--- src/rtl/hz_pkg.sv ---
package hz_pkg;

    localparam int HZ_IDX_W = 6;

    // One tracked instruction in a slot
    typedef struct packed {
        logic                dst_v;
        logic [HZ_IDX_W-1:0] dst_idx;
        logic                dst_byp;
        logic                base_v;
        logic [HZ_IDX_W-1:0] base_idx;
        logic                cr_v;
    } hz_slot_t;

    localparam hz_slot_t HZ_EMPTY = '0;

endpackage

--- src/rtl/hz_slot_pipe.sv ---
module hz_slot_pipe
    import hz_pkg::*;
#(
    parameter int STAGES = 2
) (
    input  logic                    clk,
    input  logic                    rst_n,
    input  logic                    issue_valid_i,
    input  logic                    busy_i,
    input  hz_slot_t                new_i,
    output hz_slot_t [STAGES-1:0]   slots_o
);

    typedef struct packed {
        hz_slot_t [STAGES-1:0] slot;
    } pipe_t;

    pipe_t st_d, st_q;

    always_comb begin
        st_d = st_q;
        // newest slot: loads on hand-off, empties when idle, holds on busy
        if (!busy_i) begin
            st_d.slot[0] = issue_valid_i ? new_i : HZ_EMPTY;
        end
        for (int i = 1; i < STAGES; i++) begin
            if (i == 1 && busy_i) begin
                st_d.slot[i] = HZ_EMPTY;
            end else begin
                st_d.slot[i]         = st_q.slot[i-1];
                st_d.slot[i].dst_byp = 1'b0;
            end
        end
    end

    always_ff @(posedge clk) begin
        if (!rst_n) begin
            st_q <= '0;
        end else begin
            st_q <= st_d;
        end
    end

    assign slots_o = st_q.slot;

    AST_BUSY_HOLDS: assert property (@(posedge clk) disable iff (!rst_n)
        busy_i |=> $stable(slots_o[0])) else $error("busy hold");

    AST_IDLE_EMPTY: assert property (@(posedge clk) disable iff (!rst_n)
        (!issue_valid_i && !busy_i) |=> (slots_o[0] == HZ_EMPTY)) else $error("idle entry");

endmodule

--- src/rtl/hz_src_match.sv ---
module hz_src_match
    import hz_pkg::*;
#(
    parameter int STAGES = 2
) (
    input  logic                   clk,
    input  logic                   rst_n,
    input  logic                   src_v_i,
    input  logic [HZ_IDX_W-1:0]    src_idx_i,
    input  hz_slot_t [STAGES-1:0]  slots_i,
    output logic                   stall_o,
    output logic                   byp_o
);

    logic live;
    logic any_hit;
    logic young_fwd;
    logic young_base;

    always_comb begin
        live       = src_v_i && (src_idx_i != '0);
        any_hit    = 1'b0;
        for (int i = 0; i < STAGES; i++) begin
            if (live && slots_i[i].dst_v && slots_i[i].dst_idx == src_idx_i) any_hit = 1'b1;
            if (live && slots_i[i].base_v && slots_i[i].base_idx == src_idx_i) any_hit = 1'b1;
        end
        young_fwd  = live && slots_i[0].dst_v && slots_i[0].dst_byp
                     && (slots_i[0].dst_idx == src_idx_i);
        young_base = live && slots_i[0].base_v && (slots_i[0].base_idx == src_idx_i);
        byp_o      = young_fwd && !young_base;
        stall_o    = any_hit && !byp_o;
    end

    AST_ZERO_QUIET: assert property (@(posedge clk) disable iff (!rst_n)
        (!src_v_i || src_idx_i == '0) |-> (!stall_o && !byp_o)) else $error("quiet src");

endmodule

--- src/rtl/hazard_tracker.sv ---
module hazard_tracker
    import hz_pkg::*;
#(
    parameter int NSRC   = 3,
    parameter int STAGES = 2,
    localparam int IW    = HZ_IDX_W
) (
    input  logic               clk,
    input  logic               rst_n,
    input  logic               issue_valid_i,
    input  logic               busy_i,
    input  logic               dst_we_i,
    input  logic [IW-1:0]      dst_idx_i,
    input  logic               dst_byp_i,
    input  logic               base_we_i,
    input  logic [IW-1:0]      base_idx_i,
    input  logic               cr_we_i,
    input  logic [NSRC-1:0]    src_valid_i,
    input  logic [NSRC*IW-1:0] src_idx_i,
    input  logic               cr_read_i,
    output logic [NSRC-1:0]    src_stall_o,
    output logic [NSRC-1:0]    src_byp_o,
    output logic               cr_stall_o
);

    hz_slot_t              new_rec;
    hz_slot_t [STAGES-1:0] slots;
    logic                  cr_busy;

    always_comb begin
        new_rec          = HZ_EMPTY;
        new_rec.dst_v    = dst_we_i;
        new_rec.dst_idx  = dst_idx_i;
        new_rec.dst_byp  = dst_we_i && dst_byp_i;
        new_rec.base_v   = base_we_i;
        new_rec.base_idx = base_idx_i;
        new_rec.cr_v     = cr_we_i;
    end

    hz_slot_pipe #(.STAGES(STAGES)) pipe_i (
        .clk           (clk),
        .rst_n         (rst_n),
        .issue_valid_i (issue_valid_i),
        .busy_i        (busy_i),
        .new_i         (new_rec),
        .slots_o       (slots)
    );

    for (genvar k = 0; k < NSRC; k++) begin : g_src
        hz_src_match #(.STAGES(STAGES)) match_i (
            .clk       (clk),
            .rst_n     (rst_n),
            .src_v_i   (src_valid_i[k]),
            .src_idx_i (src_idx_i[k*IW +: IW]),
            .slots_i   (slots),
            .stall_o   (src_stall_o[k]),
            .byp_o     (src_byp_o[k])
        );
    end

    always_comb begin
        cr_busy = 1'b0;
        for (int i = 0; i < STAGES; i++) cr_busy = cr_busy | slots[i].cr_v;
        cr_stall_o = cr_read_i && cr_busy;
    end

    AST_CR_PENDING: assert property (@(posedge clk) disable iff (!rst_n)
        ($past(rst_n) && $past(issue_valid_i && !busy_i && cr_we_i) && cr_read_i)
        |-> cr_stall_o) else $error("cr pending");

    AST_BASE_STALLS: assert property (@(posedge clk) disable iff (!rst_n)
        ($past(rst_n) && $past(issue_valid_i && !busy_i && base_we_i) && $past(base_idx_i) != '0
         && src_valid_i[0] && src_idx_i[IW-1:0] == $past(base_idx_i))
        |-> (src_stall_o[0] && !src_byp_o[0])) else $error("base write");

    AST_YOUNG_FWD: assert property (@(posedge clk) disable iff (!rst_n)
        ($past(rst_n) && $past(issue_valid_i && !busy_i && dst_we_i && dst_byp_i && !base_we_i)
         && $past(dst_idx_i) != '0 && src_valid_i[0] && src_idx_i[IW-1:0] == $past(dst_idx_i))
        |-> (src_byp_o[0] && !src_stall_o[0])) else $error("young forward");

endmodule

--- config.mk ---
export PLATFORM = sky130hd
export DESIGN_NAME = hazard_tracker
export DESIGN_NICKNAME = d
export VERILOG_FILES = /design/src/rtl/hz_pkg.sv /design/src/rtl/hz_slot_pipe.sv /design/src/rtl/hz_src_match.sv /design/src/rtl/hazard_tracker.sv
export SDC_FILE = /design/constraint.sdc
export NUM_CORES = 1
export LEC_CHECK = 0
export ABC_CLOCK_PERIOD_IN_PS = 3630
export BUFFER_PORTS_ARGS = -buffer_cell sky130_fd_sc_hd__buf_2
export CAP_MARGIN = 0
export CORE_AREA = 5 5 78 80
export DETAILED_ROUTE_END_ITERATION = 10
export DIE_AREA = 0 0 83 85
export PLACE_DENSITY = 0.66
export SLEW_MARGIN = 15
export SYNTH_ARGS = -nofsm -noshare
export SYNTH_HDL_FRONTEND = slang
export SYNTH_SLANG_ARGS = --single-unit
--- constraint.sdc ---
create_clock -name clk -period 3.63 [get_ports clk]
set_input_delay 0.363 -clock clk [delete_from_list [all_inputs] [get_ports clk]]
set_output_delay 0.363 -clock clk [all_outputs]
set_load 0.05 [all_outputs]
-- After elaboration in Yosys (flattened, before gate mapping)
Cells that the tools add are included.
- flip-flop bits (word level): 31
- output and inout port bits: 7
- equal/unequal tests: 12
- multiplexer cells: 13
- bitwise gates (word level): 2
- reduce and logical (&&, ||, !) cells: 51
- operators by type and width (operator ; number):
    6-bit equality test ; 12
    1-bit logical AND ; 41
    6-bit nonzero test ; 3
    16-bit two-way mux ; 1
    1-bit two-way mux ; 12
    1-bit zero test ; 6
    2-bit OR reduction ; 1
    1-bit NOT ; 1
    1-bit bitwise OR ; 1

-- Logic depth before layout (Yosys ltp)
- depth in word-level cells: 9
- depth in mapped cells: 7
- mapped depth without buffers: 5

-- Modules after synthesis
From an unflattened synthesis, not the netlist that was laid out.
- cell total of the unflattened synthesis: 240
- area, all modules: 2227.1 um^2
- modules (own cells, without submodules) (module ; times used ; cells an instance ; area an instance (um^2) ; seq. area each (um^2)):
    hz_src_match ; 3 ; 44 ; 380.4 ; 0.0
    hz_slot_pipe ; 1 ; 106 ; 1072.3 ; 620.6
    hazard_tracker ; 1 ; 2 ; 13.8 ; 0.0

-- Least setup slack after synthesis
No wires, ideal clock.
- path type: input -> output
- from: in src_idx_i[10]
- to: out src_stall_o[1]
- arrival time: 1.675 ns
- slack: 1.592 ns
- cell stages on the path: 6
- buffers on the path: 2
- path through: buf_2 xor2_1 nor4_2 mux2_1 o211a_1 buf_4
- cells in the longest elaborated chain, start to end: 9
- elaborated cells on any way between the ends: 24
- those cells by class: eq/ne: 4; mux: 4; reduce/logical: 16
- RTL lines (item ; RTL line ; RTL):
    from (decl) ; hazard_tracker.sv:19 ; input logic [NSRC*IW-1:0] src_idx_i,
    6-bit nonzero test ; hz_src_match.sv:21 ; live = src_v_i && (src_idx_i != '0);
    1-bit logical AND ; hz_src_match.sv:21 ;
    1-bit logical AND ; hz_src_match.sv:24, hz_src_match.sv:27 ;
    1-bit logical AND ; hz_src_match.sv:24 ; if (live && slots_i[i].dst_v && slots_i[i].dst_idx == src_idx_i) any_hit = 1'b1;
    1-bit two-way mux ; hz_src_match.sv:24 ;
    1-bit two-way mux ; hz_src_match.sv:25 ; if (live && slots_i[i].base_v && slots_i[i].base_idx == src_idx_i) any_hit = 1'b1;
    1-bit two-way mux ; hz_src_match.sv:24 ;
    1-bit two-way mux ; hz_src_match.sv:25 ;
    1-bit logical AND (*) ; hz_src_match.sv:31 ; stall_o = any_hit && !byp_o;
    to (decl) ; hazard_tracker.sv:21 ; output logic [NSRC-1:0] src_stall_o,
Mark *: on every way between the ends. The rest lies on a longest branch, timed or not.

-- Worst setup path in the final report
- from: reg pipe_i.st_q (netlist bit pipe_i.slots_o[9])
- to: out src_stall_o[1]
- cells in the longest elaborated chain, start to end: 7
- elaborated cells on any way between the ends: 10
- those cells by class: eq/ne: 1; mux: 4; reduce/logical: 5
- RTL lines (item ; RTL line ; RTL):
    from (decl) ; hz_slot_pipe.sv:18 ; pipe_t st_d, st_q;
    from (signal assigned) ; hz_slot_pipe.sv:40 ; st_q <= st_d;
    6-bit equality test (*) ; hz_src_match.sv:24, hz_src_match.sv:28 ;
    1-bit logical AND ; hz_src_match.sv:24 ;
    1-bit two-way mux ; hz_src_match.sv:24 ;
    1-bit two-way mux ; hz_src_match.sv:25 ;
    1-bit two-way mux ; hz_src_match.sv:24 ;
    1-bit two-way mux ; hz_src_match.sv:25 ;
    1-bit logical AND (*) ; hz_src_match.sv:31 ;
Marked as above.

==> flow_summary_export.csv <==
group,metric,value,unit
timing,drv_slew,0,
synthesis,yosysUniqueCellTypes,29,
power,p_int,0.000634,W
synthesis,synth_edf_count,0,
worst_setup_path,cp-end-kind,"output port",
global_route,antenna_found_initial,0,
run,cap_violations,0,
power,p_per_area,351,mW/mm2
placed_design,globalplace.congestion,1.11,
floorplanning,die_x,83,um
global_route,grt.total_usage,15.2,%
timing,finalCriticalPeriod,2.46,ns
route,first_iter_violations,111,
outcome,outcome,"complete, no violations",
cts,insertion_delay,0.28,ns
synthesis,synthCells,237,
worst_setup_path,start_kind,"register",
finish,layout_commonest_cell,"xnor2_1",
synthesis,yosys_most_used_dff,"dfxtp_1",
synthesis,yosys_warnings,0,
cts,post_cts_buffers,0,
global_route,gr-total-overflow,0,
timing,max_slew_margin,41.4,%
power,p_sw_share,24.2,%
floorplanning,fp.dieH,85,um
synthesis,yosys.area_share.adder,0,%
cts,cts.root.buffer_cell,"clkbuf_8",
power,seq_power_share,43.6,%
global_route,grt_pass1_vias,1761,
synthesis,syn_area_per_cell,8.85,um2
timing,rsz0062_at_grt,"false",
worst_setup_path,crit_type,"register to output port",
timing,fmax,0.407,GHz
cts,cts.sinks,31,
cts,cts_buffer_depth,2,
floorplanning,start_util,39.3,%
cts,cts.clk_slew.worst_paths,0.06,ns
synthesis,synth_xor_area_share,30.1,%
worst_setup_path,critPathRequiredTime,3.27,ns
power,p_leak,0.880,nW
power,vdd_drop_max,0.000315,V
synthesis,synth.area.top_cells,"dfxtp_1, xnor2_1, xor2_1",
power,clkPwrFrac,41.1,%
synthesis,synth_compound_area_share,8.83,%
power,power_frac_comb,15.3,%
worst_setup_path,cp_slowest_stage_delay,0.46,ns
synthesis,ys_ff_latch,31,
timing,timing.final.ws_setup,1.17,ns
finish,final_area,0.00238,mm2
finish,area_growth,13.5,%
placed_design,dp_hpwl,4.19,mm
cts,htree_levels,2,
floorplanning,rows,27,
global_route,grt_pass1_wl,8.65,mm
finish,largest_register_ffs,31,
placed_design,place_ws,1.42,ns
placed_design,io_buffers,48,
synthesis,syn-num-nets,279,
finish,final_nets,305,
timing,final.setup.tns,0,ns
min_path,hold_path_class,"input port to register",
power,power.switching,0.000202,W
global_route,grt_start_max_net_pins,22,
worst_setup_path,critPathArrivalTime,2.09,ns
route,num_vias,1680,
worst_setup_path,crit_chain,"xnor2_1 > nand4_1 > nor4_2 > mux2_1 > o211a_1 > buf_2",
route,dr.pass1.iters,4,
timing,worst_pin_slew,0.877,ns
placed_design,place_area,0.00226,mm2
route,wl,5.17,mm
worst_setup_path,crit_path_max_fanout,5,
floorplanning,die-area,0.00706,mm2
synthesis,yosys.area.top_type,"dfxtp_1",
finish,antenna_cells,0,
floorplanning,boundaryPins,49,
cts,cts_tree,"done",
finish,final_cell_mix,"xnor2_1, buf_2, dfxtp_1",
worst_setup_path,slowest_stage,"dfxtp_1",
synthesis,muxShareOfSynthArea,1.55,%
synthesis,synth_top_family_by_area,"XOR/XNOR gates",
route,wire_per_inst,15.4,um
route,via_per_inst,5.00,
synthesis,yosys.area_share.simple,22.0,%
cts,cts_resized,0,
synthesis,postSynth.asyncResetShare,0,%
synthesis,yosysTopAreaCellShare,29.6,%
timing,clock_skew,0.00400,ns
timing,finalSetupViolations,0,
floorplanning,core,0.00534,mm2
timing,finalHoldViolations,0,
route,drcViolationCount,0,
cts,cts_hold_buf,0,
synthesis,synth_area,0.00210,mm2
worst_setup_path,critPathTopFamily,"flip-flops",
cts,numCtsBuffers,5,
finish,drive_above_1_share,22.7,%
timing,fin_crit_sh,67.6,%
worst_setup_path,path_buf_inv,1,
synthesis,yosysSeqAreaShare,29.6,%
route,drtAntennaViolNets,0,
cells by family (layout without fill, tap and decap cells):
kind of cell / count (synthesis) / after routing
buf+inv: 30 / 57
simple gates: 77 / 77
mux: 3 / 3
compound gates: 24 / 24
flops: 31 / 31
xor+xnor: 72 / 72
stage by stage:
stage	hold slack (ns)	std cells	utilization (%)	total power, W
after global placement	0.470	328	42.4	0.000498
after global routing	0.347	336	44.6	0.000872
after detailed placement	0.486	328	42.4	0.000500
after CTS	0.326	336	44.6	0.000846
after floorplan	0.454	237	-	0.000467
final	0.338	336	44.6	0.000837
area by class of cell:
type,instances,area [um2]
fill,552,2960
multi-input combinational,176,1310
sequential,31,621
timing repair buffer,48,240
tap,72,90.1
clock buffer,6,82.6
clock inverter,2,35.0
inverter,1,3.75
power by group through the flow:
stage / clock network, W / logic, W / registers [W]
CTS: 0.000353 / 0.000128 / 0.000365
global placement: 0 / 0.000125 / 0.000373
floorplan: 0 / 0.000100 / 0.000367
global route: 0.000365 / 0.000141 / 0.000366
finish: 0.000344 / 0.000128 / 0.000365
detailed placement: 0 / 0.000128 / 0.000373
final timing paths:
kind | from | endpoint | slack (ns) | cells after the start
max | pipe_i.slots_o[9] | src_stall_o[1] | 1.17 | 6
max reg2reg | pipe_i.slots_o[3] | pipe_i.slots_o[3] | 2.78 | 2
min reg2reg | pipe_i.slots_o[0] | pipe_i.slots_o[16] | 0.50 | 1
min | base_idx_i[5] | pipe_i.slots_o[6] | 0.34 | 3
routing by layer:
metal	vias to the layer above	GRT usage [%]	wire length, um
li1	838	-	-
met1	754	19.1	2320
met2	74	25.0	2330
met3	14	3.30	397
met4	0	6.69	119
met5	-	0	0
synthesized netlist by cell type, drive strengths merged, types with 2 or more instances:
master,n
clkbuf,6
xnor2,56
nor2b,15
buf,23
a22oi,13
o21ai,3
o211a,2
nand2,8
nor3,3
xor2,16
o22ai,3
dfxtp,31
mux2,2
or4,2
nor4,7
and2,18
nor2,2
nand3,9
nand4,12
tightest hold or removal path, stage by stage:
cell and delay, ns:
buf_2 0.07, a22oi_1 0.05, nor2b_1 0.09
No activity file was read; power rests on OpenSTA's default activity.
